### config.mk
export PLATFORM = sky130hd
export DESIGN_NAME = nfa_matcher
export DESIGN_NICKNAME = d
export VERILOG_FILES = /design/src/rtl/nfa_pkg.sv /design/src/rtl/nfa_ctrl.sv /design/src/rtl/nfa_datapath.sv /design/src/rtl/nfa_matcher.sv
export SDC_FILE = /design/constraint.sdc
export NUM_CORES = 1
export LEC_CHECK = 0
export ABC_AREA = 1
export BUFFER_PORTS_ARGS = -buffer_cell sky130_fd_sc_hd__buf_4
export CAP_MARGIN = 20
export CELL_PAD_IN_SITES_DETAIL_PLACEMENT = 1
export CELL_PAD_IN_SITES_GLOBAL_PLACEMENT = 1
export CORE_AREA = 2 2 39 41
export CTS_CLUSTER_DIAMETER = 100
export CTS_CLUSTER_SIZE = 12
export DETAILED_ROUTE_END_ITERATION = 8
export DIE_AREA = 0 0 41 43
export PLACE_DENSITY_LB_ADDON = 0.1
export RECOVER_POWER = 50
export REMOVE_ABC_BUFFERS = 1
export SLEW_MARGIN = 0
export SYNTH_ARGS = -nofsm -noshare
export SYNTH_HDL_FRONTEND = slang
export SYNTH_SLANG_ARGS = --single-unit
### constraint.sdc
create_clock -name clk -period 0.8 [get_ports clk]
set_input_delay 0.12 -clock clk [delete_from_list [all_inputs] [get_ports clk]]
set_output_delay 0.12 -clock clk [all_outputs]
set_load 0.02 [all_outputs]
### src/rtl/nfa_pkg.sv
package nfa_pkg;

  localparam int CHAR_W     = 8;
  localparam int NUM_STATES = 5;
  localparam int ACCEPT_IDX = NUM_STATES - 1;
  localparam int TABLE_LEN  = 1 << CHAR_W;

  localparam logic [CHAR_W-1:0] CODE_A = 8'h41;
  localparam logic [CHAR_W-1:0] CODE_B = 8'h42;
  localparam logic [CHAR_W-1:0] CODE_D = 8'h44;

  typedef enum logic [1:0] {
    CLS_A  = 2'd0,
    CLS_AB = 2'd1,
    CLS_D  = 2'd2
  } charClass_t;

  // strobes from control to datapath
  typedef struct packed {
    logic advance;  // consume one character
    logic seed;     // start state activity
  } ctrlStrobe_t;

  // character class accepted by each state
  function automatic charClass_t stateClass(input int s);
    if (s == 0) return CLS_A;
    else if (s == NUM_STATES - 1) return CLS_D;
    else return CLS_AB;
  endfunction

  // predecessor set: bit 0 is the start state, bit k+1 is state k
  function automatic logic [NUM_STATES:0] predMask(input int s);
    logic [NUM_STATES:0] m;
    m = '0;
    if (s == 0) begin
      m[0] = 1'b1;  // entered from start
      m[1] = 1'b1;  // self loop for one-or-more
    end else begin
      m[s] = 1'b1;  // chain from previous state
    end
    return m;
  endfunction

  function automatic logic classHit(input charClass_t cls, input logic [CHAR_W-1:0] ch);
    case (cls)
      CLS_A:   return ch == CODE_A;
      CLS_AB:  return (ch == CODE_A) || (ch == CODE_B);
      CLS_D:   return ch == CODE_D;
      default: return 1'b0;
    endcase
  endfunction

endpackage

### src/rtl/nfa_ctrl.sv
module nfa_ctrl
  import nfa_pkg::*;
(
  input  logic        inValid,
  output ctrlStrobe_t strobe
);

  always_comb begin
    strobe.advance = inValid;
    strobe.seed    = 1'b1;  // unanchored: start state always live
  end

endmodule

### src/rtl/nfa_datapath.sv
module nfa_datapath
  import nfa_pkg::*;
(
  input  logic              clk,
  input  logic              rst_n,
  input  ctrlStrobe_t       strobe,
  input  logic [CHAR_W-1:0] inChar,
  output logic              matchOut
);

  // character-indexed detection table
  logic [NUM_STATES-1:0] hitTable [TABLE_LEN];

  for (genvar c = 0; c < TABLE_LEN; c++) begin : g_char
    for (genvar s = 0; s < NUM_STATES; s++) begin : g_state
      assign hitTable[c][s] = classHit(stateClass(s), CHAR_W'(c));
    end
  end

  logic [NUM_STATES-1:0] hitVec;
  assign hitVec = hitTable[inChar];

  logic [NUM_STATES-1:0] stateQ;
  logic [NUM_STATES-1:0] stateNext;
  logic [NUM_STATES:0]   activeVec;
  logic                  matchQ;

  assign activeVec = {stateQ, strobe.seed};

  // one AND per state; empty moves folded into the OR over predecessors
  for (genvar s = 0; s < NUM_STATES; s++) begin : g_next
    assign stateNext[s] = (|(activeVec & predMask(s))) & hitVec[s];
  end

  always_ff @(posedge clk or negedge rst_n) begin
    if (!rst_n) begin
      stateQ <= '0;
      matchQ <= 1'b0;
    end else begin
      if (strobe.advance) stateQ <= stateNext;
      matchQ <= strobe.advance & stateNext[ACCEPT_IDX];
    end
  end

  assign matchOut = matchQ;

  // frozen state while no character is consumed
  assert_freeze_R6: assert property (@(posedge clk) disable iff (!rst_n)
    !strobe.advance |=> $stable(stateQ));

  // a match pulse follows a consumed character
  assert_match_after_char_R7: assert property (@(posedge clk) disable iff (!rst_n)
    matchQ |-> $past(strobe.advance));

  // the accepting flip-flop is set whenever a match is reported
  assert_match_accept_R7: assert property (@(posedge clk) disable iff (!rst_n)
    matchQ |-> stateQ[ACCEPT_IDX]);

  // the accepting state only rises from the last chain state
  assert_chain_order_R5: assert property (@(posedge clk) disable iff (!rst_n)
    $rose(stateQ[ACCEPT_IDX]) |-> $past(stateQ[ACCEPT_IDX-1]));

  // the first state only rises on the A code
  assert_first_on_a_R8: assert property (@(posedge clk) disable iff (!rst_n)
    $rose(stateQ[0]) |-> $past(inChar == CODE_A));

endmodule

### src/rtl/nfa_matcher.sv
module nfa_matcher
  import nfa_pkg::*;
(
  input  logic              clk,
  input  logic              rst_n,
  input  logic              in_valid,
  input  logic [CHAR_W-1:0] in_char,
  output logic              match_o
);

  ctrlStrobe_t strobe;

  nfa_ctrl u_ctrl (
    .inValid (in_valid),
    .strobe  (strobe)
  );

  nfa_datapath u_dp (
    .clk      (clk),
    .rst_n    (rst_n),
    .strobe   (strobe),
    .inChar   (in_char),
    .matchOut (match_o)
  );

endmodule

==> impl_metrics.env <==
export IMPL_status="complete, but fails checks"
export IMPL_violations="setup timing"
export IMPL_dieArea_um2=1760
export IMPL_critPathCaptureType="output pin"
export IMPL_p_per_area_nw_per_um2=1400
export IMPL_post_cts_buffers=0
export IMPL_synth_edf_count=0
export IMPL_ys_flop_type="dfrtp_1"
export IMPL_worstReg2RegStart="u_dp.stateQ[1]"
export IMPL_yosys_warnings=0
export IMPL_cts_htree_levels=1
export IMPL_final_cells=76
export IMPL_vias=291
export IMPL_worstPathMaxFanout=1
export IMPL_dpl_cell_area_um2=418
export IMPL_initial_core_util_pct=22.2
export IMPL_netlist_area_um2=308
export IMPL_max_freq_mhz=1180
export IMPL_finalSetupViolCount=1
export IMPL_p_sw_uw=147
export IMPL_place_ws_ns=-0.134
export IMPL_pin_count=12
export IMPL_yosysTopAreaCell="dfrtp_1"
export IMPL_maxSlewViolCount=0
export IMPL_syn_inst=43
export IMPL_rsz0062_at_grt="yes"
export IMPL_p_int_uw=489
export IMPL_dp_cells=71
export IMPL_switching_share_pct=23.2
export IMPL_yosysSeqAreaShare_pct=40.7
export IMPL_antenna_left=0
export IMPL_place_congestion=0.654
export IMPL_synth_cell_types=11
export IMPL_ys_async_sr_fraction_pct=100
export IMPL_netlist_area_leader_share_pct=40.7
export IMPL_period_share_pct=106
export IMPL_crit_type="register to output pin"
export IMPL_final_seq_area_um2=125
export IMPL_ys_top_cells_by_area="dfrtp_1 41%, nand2_1 20%, inv_1 12%"
export IMPL_tightest_slew_ns=0.265
export IMPL_p_clk_share_pct=46.4
export IMPL_nets=74
export IMPL_cp_required_ns=0.68
export IMPL_cp_arrival_ns=0.73
export IMPL_cts_sinks=5
export IMPL_multiInputGateArea_um2=141
export IMPL_finalHoldViolations=0
export IMPL_drt_iter0_markers=0
export IMPL_die_w_um=41
export IMPL_clk_latency_ns=0.24
export IMPL_core_um2=1380
export IMPL_cpMaxStageDelayCell="dfrtp_1"
export IMPL_cts_tree="done"
export IMPL_grt_pass1_wl_mm=1.18
export IMPL_antenna_found_initial=0
export IMPL_drv_cap=0
export IMPL_numCtsBuffers=3
export IMPL_overflow=0
export IMPL_cp_start_kind="register"
export IMPL_dieHeight_um=43
export IMPL_drcViolationCount=0
export IMPL_cts_path_max_buffers=2
export IMPL_wl_per_cell_um=8.67
export IMPL_dp_hpwl_um=574
export IMPL_first_pass_iters=1
export IMPL_max_stage_delay_ns=0.36
export IMPL_power_frac_seq_pct=39.9
export IMPL_timing_critical_path_buf_inv=1
export IMPL_crit_chain="buf_6"
export IMPL_design_area_um2=454
export IMPL_max_slew_margin_pct=82.4
export IMPL_num_rows=14
export IMPL_vias_per_cell=3.83
export IMPL_period_needed_ns=0.851
export IMPL_hold_path_class="primary input to register"
export IMPL_final_layout_size_suffix_gt1_share_pct=30.0
export IMPL_post_synth_top_count_cell="nand2_1"
export IMPL_grt_pass1_vias=317
export IMPL_avgSynthCellArea_um2=7.16
export IMPL_peakVddDrop_mv=0.443
export IMPL_crit_start="u_dp.matchOut"
export IMPL_p_leak_nw=0.278
export IMPL_drt_wl_total_um=659
export IMPL_critical_path_top_delay_family="flip-flops"
export IMPL_portBuffers=11
export IMPL_worst_slack_ns=-0.0510
export IMPL_grt_util_all_layers_pct=9.94
export IMPL_pwr_share_comb_pct=13.7
export IMPL_total_power_uw=637
export IMPL_cts_root_buffer="clkbuf_4"
export IMPL_grt_max_degree=7
export IMPL_fillers=181
export IMPL_hold_start="in_char[2]"
export IMPL_clkTransAtPathRegs_ns=0.05
export IMPL_n_antenna_cell=0
export IMPL_syn2layout_area_growth_pct=47.6
export IMPL_ys_ff_latch=5
export IMPL_netlist_top_cells_count="16 x nand2_1, 10 x inv_1, 5 x dfrtp_1"
export IMPL_finClkSkew_ns=0.00330
==> power by group through the flow <==
| stage | Clock (mW) | Sequential, mW | Combinational (mW) |
|---|---|---|---|
| 6_report | 0.295 | 0.254 | 0.0875 |
| 5_1_grt | 0.335 | 0.253 | 0.100 |
| 4_1_cts | 0.316 | 0.254 | 0.0930 |
| 3_5_place_dp | 0 | 0.258 | 0.0889 |
| 3_3_place_gp | 0 | 0.258 | 0.0879 |
| 2_1_floorplan | 0 | 0.258 | 0.0296 |
==> sequential cells by signal, indices dropped and copies added (netlist names) <==
register and flops:
u_dp.matchOut 1, u_dp.stateQ 4
==> cell usage in the layout (no fill, tap or decap) <==
master         Yosys  layout
ha_1               2       2
dlygate4sd3_1      0       1
nor2_1             2       2
buf_4              0      10
clkbuf_4           0       3
dfrtp_1            5       5
nor2_4             1       1
nor2_2             1       1
nand2_1           16      16
inv_2              1       1
nand4_1            1       1
inv_1             10      10
clkbuf_1           0       2
nor3_2             1       1
buf_6              0       1
nand3_1            3       3
==> area by class of cell <==
type,count,share of cell area [%]
Inverter,11,9.09
Sequential cell,5,27.5
Timing Repair Buffer,13,22.0
Tap cell,16,4.41
Multi-Input combinational cell,27,31.1
Clock buffer,4,5.79
==> cell families (layout without fill, tap and decap cells) <==
| logic type | Yosys count | after routing | synth area share, % |
|---|---|---|---|
| DFF | 5 | 5 | 40.7 |
| and+or+nand+nor | 25 | 25 | 37.8 |
| buffers and inverters | 11 | 28 | 13.4 |
| adders and majority gates | 2 | 2 | 8.13 |
==> final timing paths <==
path | to | slack (ns) | cells after the start
hold reg to reg | u_dp.stateQ[0] | 0.48 | 2
setup / recovery | match_o | -0.05 | 1
min in group asynchronous | u_dp.stateQ[0] | 0.26 | 2
setup reg to reg | u_dp.stateQ[2] | 0.10 | 4
max in group asynchronous | u_dp.matchOut | 0.33 | 2
hold / removal | u_dp.stateQ[0] | 0.14 | 4
==> stage by stage <==
stage	utilization, %	setup TNS, ns	hold WS [ns]
final	32.8	-0.0510	0.140
after global routing	32.8	-0.0848	0.152
after CTS	33.1	-0.0681	0.134
after detailed placement	30.2	-0.480	-0.0754
after global placement	30.2	-0.464	-0.0775
after floorplan	-	0	-0.176
==> timing repair <==
item / 4_1_cts / 5_1_grt
hold buffers: 1 / 0
pin swaps: 0 / 0
endpoints found under the hold margin: 5 / 0
resized for setup: 1 / 0
endpoints found under the setup margin: 1 / 1
==> per-layer routing <==
layer | part of all wire [%] | up-vias | GRT usage, %
met5 | 0 | - | 0
met4 | 0 | 0 | 8.00
met3 | 4.7 | 0 | 1.57
met2 | 48 | 8 | 15.0
met1 | 47 | 125 | 11.6
li1 | - | 158 | -
No activity file was read; power rests on OpenSTA's default activity.
